===== src/rtl/uart_tx_pkg.sv =====
`timescale 1ns/1ps
package uart_tx_pkg;

    localparam int unsigned CHAR_MAX_W = 8;
    localparam int unsigned BITCNT_W   = $clog2(CHAR_MAX_W + 1);

    typedef enum logic [1:0] {
        PAR_NONE  = 2'b00,
        PAR_EVEN  = 2'b01,
        PAR_ODD   = 2'b10,
        PAR_FIXED = 2'b11
    } par_mode_e;

    typedef enum logic [1:0] {
        STOP_ONE     = 2'b00,
        STOP_ONEHALF = 2'b01,
        STOP_TWO     = 2'b10,
        STOP_TWO_ALT = 2'b11
    } stop_mode_e;

    typedef enum logic [2:0] {
        PH_IDLE,
        PH_START,
        PH_DATA,
        PH_PARITY,
        PH_STOP
    } phase_e;

    typedef struct packed {
        logic [1:0] len_code;
        par_mode_e  par;
        logic       mark;
        stop_mode_e stop;
    } fmt_cfg_t;

    typedef struct packed {
        logic [CHAR_MAX_W-1:0] data;
        logic [BITCNT_W-1:0]   nbits;
        logic                  has_par;
        logic                  par_bit;
        stop_mode_e            stop;
    } frame_t;

    function automatic logic [BITCNT_W-1:0] char_bits(input logic [1:0] code);
        return BITCNT_W'(5) + BITCNT_W'(code);
    endfunction

    function automatic logic [CHAR_MAX_W-1:0] char_mask(input logic [1:0] code);
        return {CHAR_MAX_W{1'b1}} >> (2'd3 - code);
    endfunction

    function automatic logic parity_value(input logic [CHAR_MAX_W-1:0] d,
                                          input fmt_cfg_t cfg);
        logic ones_odd;
        ones_odd = ^(d & char_mask(cfg.len_code));
        case (cfg.par)
            PAR_EVEN:  return ones_odd;
            PAR_ODD:   return ~ones_odd;
            PAR_FIXED: return cfg.mark;
            default:   return 1'b0;
        endcase
    endfunction

endpackage


===== src/rtl/uart_tx_hold.sv =====
`timescale 1ns/1ps
module uart_tx_hold
    import uart_tx_pkg::*;
#(
    parameter int unsigned W = CHAR_MAX_W
) (
    input  logic         clk,
    input  logic         rst,
    input  logic         wr_valid,
    input  logic [W-1:0] wr_data,
    input  logic         take,
    output logic         wr_ready,
    output logic         full,
    output logic [W-1:0] data,
    output logic         overrun
);

    logic         full_q;
    logic [W-1:0] data_q;
    logic         ovr_q;

    always_ff @(posedge clk) begin
        if (rst) begin
            full_q <= 1'b0;
            data_q <= '0;
            ovr_q  <= 1'b0;
        end else begin
            ovr_q <= wr_valid && full_q;
            if (wr_valid && !full_q) begin
                full_q <= 1'b1;
                data_q <= wr_data;
            end else if (take) begin
                full_q <= 1'b0;
            end
        end
    end

    assign wr_ready = !full_q;
    assign full     = full_q;
    assign data     = data_q;
    assign overrun  = ovr_q;

endmodule


===== src/rtl/uart_tx_prep.sv =====
`timescale 1ns/1ps
module uart_tx_prep
    import uart_tx_pkg::*;
(
    input  logic [CHAR_MAX_W-1:0] data,
    input  fmt_cfg_t              cfg,
    output frame_t                frame
);

    always_comb begin
        frame.data    = data & char_mask(cfg.len_code);
        frame.nbits   = char_bits(cfg.len_code);
        frame.has_par = (cfg.par != PAR_NONE);
        frame.par_bit = parity_value(data, cfg);
        frame.stop    = cfg.stop;
    end

endmodule


===== src/rtl/uart_tx_shift.sv =====
`timescale 1ns/1ps
module uart_tx_shift
    import uart_tx_pkg::*;
#(
    parameter int unsigned OVERSAMPLE = 16
) (
    input  logic   clk,
    input  logic   rst,
    input  logic   baud_tick,
    input  logic   frame_avail,
    input  frame_t frame_in,
    output logic   take,
    output logic   busy,
    output logic   txd
);

    localparam int unsigned T_ONE  = OVERSAMPLE;
    localparam int unsigned T_HALF = OVERSAMPLE + OVERSAMPLE / 2;
    localparam int unsigned T_TWO  = 2 * OVERSAMPLE;
    localparam int unsigned CW     = $clog2(T_TWO + 1);

    phase_e                phase_q;
    frame_t                fr_q;
    logic [CHAR_MAX_W-1:0] sh_q;
    logic [BITCNT_W-1:0]   idx_q;
    logic [CW-1:0]         tcnt_q;
    logic                  txd_q;

    logic [CW-1:0] bit_len;
    logic          last_tick;

    always_comb begin
        if (phase_q == PH_STOP) begin
            case (fr_q.stop)
                STOP_ONE:     bit_len = CW'(T_ONE);
                STOP_ONEHALF: bit_len = CW'(T_HALF);
                default:      bit_len = CW'(T_TWO);
            endcase
        end else begin
            bit_len = CW'(T_ONE);
        end
    end

    assign last_tick = baud_tick && (tcnt_q == bit_len - CW'(1));
    assign take      = frame_avail &&
                       ((phase_q == PH_IDLE) || (phase_q == PH_STOP && last_tick));

    always_ff @(posedge clk) begin
        if (rst) begin
            phase_q <= PH_IDLE;
            fr_q    <= '0;
            sh_q    <= '0;
            idx_q   <= '0;
            tcnt_q  <= '0;
            txd_q   <= 1'b1;
        end else if (take) begin
            phase_q <= PH_START;
            fr_q    <= frame_in;
            sh_q    <= frame_in.data;
            idx_q   <= '0;
            tcnt_q  <= '0;
            txd_q   <= 1'b0;
        end else if (phase_q != PH_IDLE && baud_tick) begin
            if (last_tick) begin
                tcnt_q <= '0;
                case (phase_q)
                    PH_START: begin
                        phase_q <= PH_DATA;
                        txd_q   <= sh_q[0];
                    end
                    PH_DATA: begin
                        if (idx_q == fr_q.nbits - BITCNT_W'(1)) begin
                            if (fr_q.has_par) begin
                                phase_q <= PH_PARITY;
                                txd_q   <= fr_q.par_bit;
                            end else begin
                                phase_q <= PH_STOP;
                                txd_q   <= 1'b1;
                            end
                        end else begin
                            idx_q <= idx_q + BITCNT_W'(1);
                            sh_q  <= sh_q >> 1;
                            txd_q <= sh_q[1];
                        end
                    end
                    PH_PARITY: begin
                        phase_q <= PH_STOP;
                        txd_q   <= 1'b1;
                    end
                    default: begin
                        phase_q <= PH_IDLE;
                        txd_q   <= 1'b1;
                    end
                endcase
            end else begin
                tcnt_q <= tcnt_q + CW'(1);
            end
        end
    end

    assign busy = (phase_q != PH_IDLE);
    assign txd  = txd_q;

endmodule


===== src/rtl/uart_tx.sv =====
`timescale 1ns/1ps
module uart_tx
    import uart_tx_pkg::*;
#(
    parameter int unsigned OVERSAMPLE = 16
) (
    input  logic                  clk,
    input  logic                  rst,
    input  logic                  baud_tick,
    input  logic [1:0]            cfg_len,
    input  logic [1:0]            cfg_parity,
    input  logic                  cfg_mark,
    input  logic [1:0]            cfg_stop,
    input  logic                  wr_valid,
    input  logic [CHAR_MAX_W-1:0] wr_data,
    output logic                  wr_ready,
    output logic                  wr_overrun,
    output logic                  tx_empty,
    output logic                  txd
);

    fmt_cfg_t              cfg;
    frame_t                frame;
    logic                  hold_full;
    logic [CHAR_MAX_W-1:0] hold_data;
    logic                  take;
    logic                  busy;

    always_comb begin
        cfg.len_code = cfg_len;
        cfg.par      = par_mode_e'(cfg_parity);
        cfg.mark     = cfg_mark;
        cfg.stop     = stop_mode_e'(cfg_stop);
    end

    uart_tx_hold #(.W(CHAR_MAX_W)) u_hold (
        .clk      (clk),
        .rst      (rst),
        .wr_valid (wr_valid),
        .wr_data  (wr_data),
        .take     (take),
        .wr_ready (wr_ready),
        .full     (hold_full),
        .data     (hold_data),
        .overrun  (wr_overrun)
    );

    uart_tx_prep u_prep (
        .data  (hold_data),
        .cfg   (cfg),
        .frame (frame)
    );

    uart_tx_shift #(.OVERSAMPLE(OVERSAMPLE)) u_shift (
        .clk         (clk),
        .rst         (rst),
        .baud_tick   (baud_tick),
        .frame_avail (hold_full),
        .frame_in    (frame),
        .take        (take),
        .busy        (busy),
        .txd         (txd)
    );

    assign tx_empty = !hold_full && !busy;

endmodule


===== config.mk =====
export PLATFORM = sky130hd
export DESIGN_NAME = uart_tx
export DESIGN_NICKNAME = d
export VERILOG_FILES = /design/src/rtl/uart_tx_pkg.sv /design/src/rtl/uart_tx_hold.sv /design/src/rtl/uart_tx_prep.sv /design/src/rtl/uart_tx_shift.sv /design/src/rtl/uart_tx.sv
export SDC_FILE = /design/constraint.sdc
export NUM_CORES = 1
export LEC_CHECK = 0
export CORE_MARGIN = 2
export CORE_UTILIZATION = 35
export CTS_CLUSTER_SIZE = 30
export DETAILED_ROUTE_END_ITERATION = 8
export SYNTH_ARGS = -nofsm -noshare
export SYNTH_HDL_FRONTEND = slang
export SYNTH_HIERARCHICAL = 1
export SYNTH_SLANG_ARGS = --single-unit

===== constraint.sdc =====
create_clock -name clk -period 3.33 [get_ports clk]
set_input_delay 0.666 -clock clk [delete_from_list [all_inputs] [get_ports clk]]
set_output_delay 0.666 -clock clk [all_outputs]
set_load 0.05 [all_outputs]

==> summary.md <==
| Metric | Value |
|---|---|
| Compound-Gate Fraction of Synth Area | `0.1814` |
| Worst Tran Pin Value | `between 0.6 and 0.7 ns` |
| Clk pwr share | `0.329` |
| Placer's final routability congestion estimate | `0.8601` |
| CP endpoint kind | `register` |
| Core Area | `6314 sq um` |
| DP Area | `2477 sq um` |
| Number of routed nets with antenna violations | `0` |
| Largest net degree at the start of global routing | `26` |
| Mean post-synth cell area | `8.524 sq um` |
| Final wirelength | `4973 um` |
| Psw | `about 300 uW` |
| Worst hold path type | `register to register` |
| Sequential fraction of the synthesis area | `0.3518` |
| # diodes | `0` |
| Synthesized cell area | `2276 sq um` |
| Sequential power share | `0.493` |
| WP data arrival | `3.22 ns` |
| Die X | `84.64 um` |
| RSZ-0062 raised after global routing | `false` |
| Vias per cell | `5.253` |
| Worst-skew pair later-pin latency | `0.29 ns` |
| Max_slew headroom | `0.5862` |
| Max-slew violations | `0` |
| Die Ht | `84.64 um` |
| Power, Total | `1.062 mW` |
| # Post-CTS Setup Buffers | `0` |
| Final Skew | `0.006933 ns` |
| Nets@finish | `303` |
| CTS Root Cell | `clkbuf_8` |
| Crit path launch type | `register` |
| First-pass GRT wire length | `8852 um` |
| Synth Net Count | `between 200 and 300` |
| Mux contribution to synthesized area | `0` |
| GRT Residual Overflow | `0` |
| Hold Startpoint | `u_shift/fr_q[0]` |
| Area grow syn2layout | `13.14%` |
| DR pass1 iterations | `4` |
| Critical path launch point | `u_shift/phase_q[2]` |
| Final setup fails | `0` |
| Fin. Hold Viols | `0` |
| Simple-Gate Fraction of Synth Area | `0.2699` |
| Initial DRC Count | `69` |
| Outcome | `finished clean` |
| Crit path max fanout | `10` |
| Gate Count Post-Synth | `267` |
| Total GRT Usage | `0.1500` |
| Reg2reg start | `u_shift/phase_q[2]` |
| DRC errors left | `0` |
| Fin area | `2575 sq um` |
| Antenna violations before repair | `0` |
| Fraction of registers with async set/reset | `0` |
| CTS tree | `yes` |
| VDD IR max | `0.0002258 V` |
| Lkg Pwr | `0.8660 nW` |
| Htree depth | `2` |
| Largest family of logic cells by synthesized area | `simple AND/OR/NAND/NOR gates` |
| PwrDens | `412.6 nW/um^2` |
| HPWL after DPL | `3486 um` |
| Tcrit/Tclk final | `0.9017` |
| Synth Warn # | `6` |
| Clock-pin slew on the worst setup and hold paths | `0.08 ns` |
| Synth Area in Adders | `0.03299` |
| Power Internal | `753.4 uW` |
| Hold Buf Count CTS | `0` |
| Top FF cell, synth | `dfxtp_1` |
| Critical Path RT | `~3.6 ns` |
| Post-synthesis xor/xnor area fraction | `0.08356` |
| Clock Path Buffers | `2` |
| FF+latch count, synth | `40` |
| Hold WS | `0.4666 ns` |
| Fill count | `~660` |
| Vias | `1870` |
| Die ar. | `between 7000 and 8000 sq um` |
| # rows | `29` |
| Final Util | `0.4078` |
| Setup TNS | `0 ns` |
| F_max | `0.3330 GHz` |
| Tmin final | `3.003 ns` |
| Routed len/inst | `13.97 um` |
| Initial Utilization | `0.3605` |
| Ports | `23` |
| Clock sinks | `40` |
| Port Buffers | `22` |
| Post-CTS resize count | `0` |
| Vias in the first global route | `1884` |
| Crit Path Class | `register to register` |
| CTS Buf Count | `5` |
| Unique masters post-synth | `50` |
| Max_cap viols | `0` |
| Comb power frac | `0.178` |
| Sw Ratio | `0.2909` |
| Post-synth EDFFs | `0` |
| Share of cells above drive strength 1 | `0.07168` |
## power groups by stage
stage	registers, mW	logic (mW)	clock network [mW]
floorplan	0.531	0.145	0
global placement	0.535	0.189	0
detailed placement	0.535	0.191	0
CTS	0.524	0.192	0.360
global route	0.528	0.212	0.381
finish	0.524	0.190	0.349
## layout by cell type, fill, tap and decap left out, types with 3 or more instances in the layout
cell type and count:
nand2b_1 10, or3_1 4, o31ai_1 5, a31oi_1 3
o21ai_1 10, nand4_1 3, nand3_1 11, ha_1 6
clkbuf_8 6, a21oi_1 25, and2_1 4, xor2_1 9
a32oi_1 7, nor4_1 3, inv_1 11, nor2_1 14
nor3_1 7, nand4bb_1 8, nand2_1 28, dfxtp_1 40
buf_4 3, xnor2_1 10, clkdlybuf4s50_1 22
## synth_stat cells, drive strengths merged (2+ instances only)
| master | n | share of area |
|---|---|---|
| o31a | 2 | 0.0077 |
| ha | 6 | 0.033 |
| xnor2 | 10 | 0.038 |
| buf | 15 | 0.050 |
| nand4 | 3 | 0.0082 |
| dfxtp | 40 | 0.35 |
| o21a | 2 | 0.0066 |
| nor2b | 2 | 0.0066 |
| a32oi | 7 | 0.027 |
| a21oi | 25 | 0.055 |
| nor2 | 14 | 0.023 |
| xor2 | 9 | 0.035 |
| or4 | 2 | 0.0066 |
| and3 | 2 | 0.0055 |
| inv | 12 | 0.020 |
| nand3 | 11 | 0.024 |
| or3 | 4 | 0.011 |
| clkbuf | 6 | 0.010 |
| a31oi | 3 | 0.0082 |
| nor4 | 4 | 0.018 |
| nand2b | 11 | 0.031 |
| nor3 | 8 | 0.020 |
| o21ai | 11 | 0.024 |
| o31ai | 5 | 0.016 |
| nand4bb | 8 | 0.040 |
| nand2 | 28 | 0.046 |
| and2 | 4 | 0.011 |
## worst max-delay path: stages (launching register included)
cell	delay [ns]
dfxtp_1	0.49
or3b_4	0.45
nor3_1	0.15
ha_1	0.26
xor2_1	0.18
nor4_1	0.36
o21ai_1	0.31
or4_1	0.58
a21oi_1	0.15
## metrics by stage
| step | setup WS [ns] | std cells |
|---|---|---|
| final | 0.3273 | 356 |
| after global routing | 0.07054 | 356 |
| after CTS | 0.3677 | 356 |
| after detailed placement | 0.3922 | 348 |
| after global placement | 0.4596 | 348 |
| after floorplan | 0.6533 | 267 |
## layout make-up
| type | instances | area (sq um) | share of cell area |
|---|---|---|---|
| inverters | 12 | 45.04 | 0.01749 |
| clock inverters | 2 | 15.01 | 0.005831 |
| flip-flops and latches | 40 | 800.8 | 0.3110 |
| clock buffers | 6 | 82.58 | 0.03207 |
| repair buffers | 25 | 242.7 | 0.09427 |
| multi-input cells | 194 | 1292 | 0.5019 |
| well taps | 77 | 96.34 | 0.03741 |
## layer usage
| metal | track usage | routed length, um | vias up |
|---|---|---|---|
| met5 | 0 | 0 | - |
| met4 | 0.03608 | 36 | 0 |
| met3 | 0.03343 | 152 | 4 |
| met2 | 0.2491 | 2331 | 31 |
| met1 | 0.1986 | 2452 | 876 |
| li1 | - | - | 959 |
## path summary, 6_finish.rpt
check,endpoint,slack (ns),cells past startpoint
setup / recovery,u_shift/idx_q[3],0.33,8
hold / removal,u_shift/fr_q[0],0.47,2
setup reg to reg,u_shift/idx_q[3],0.33,8
hold reg to reg,u_shift/fr_q[0],0.47,2
## cells by family after synthesis
| logic type | Yosys count |
|---|---|
| simple gates | 106 |
| fa+ha+maj | 6 |
| compound gates | 62 |
| flops | 40 |
| xor+xnor | 20 |
| buf+inv | 33 |
## sequential cells by signal, summed over array words and instances (netlist names)
name	count
u_hold/data	8
u_hold/full	1
u_hold/overrun	1
u_shift/fr_q	8
u_shift/idx_q	4
u_shift/phase_q	3
u_shift/sh_q	8
u_shift/tcnt_q	6
u_shift/txd	1
(Power assumes the default switching activity.)
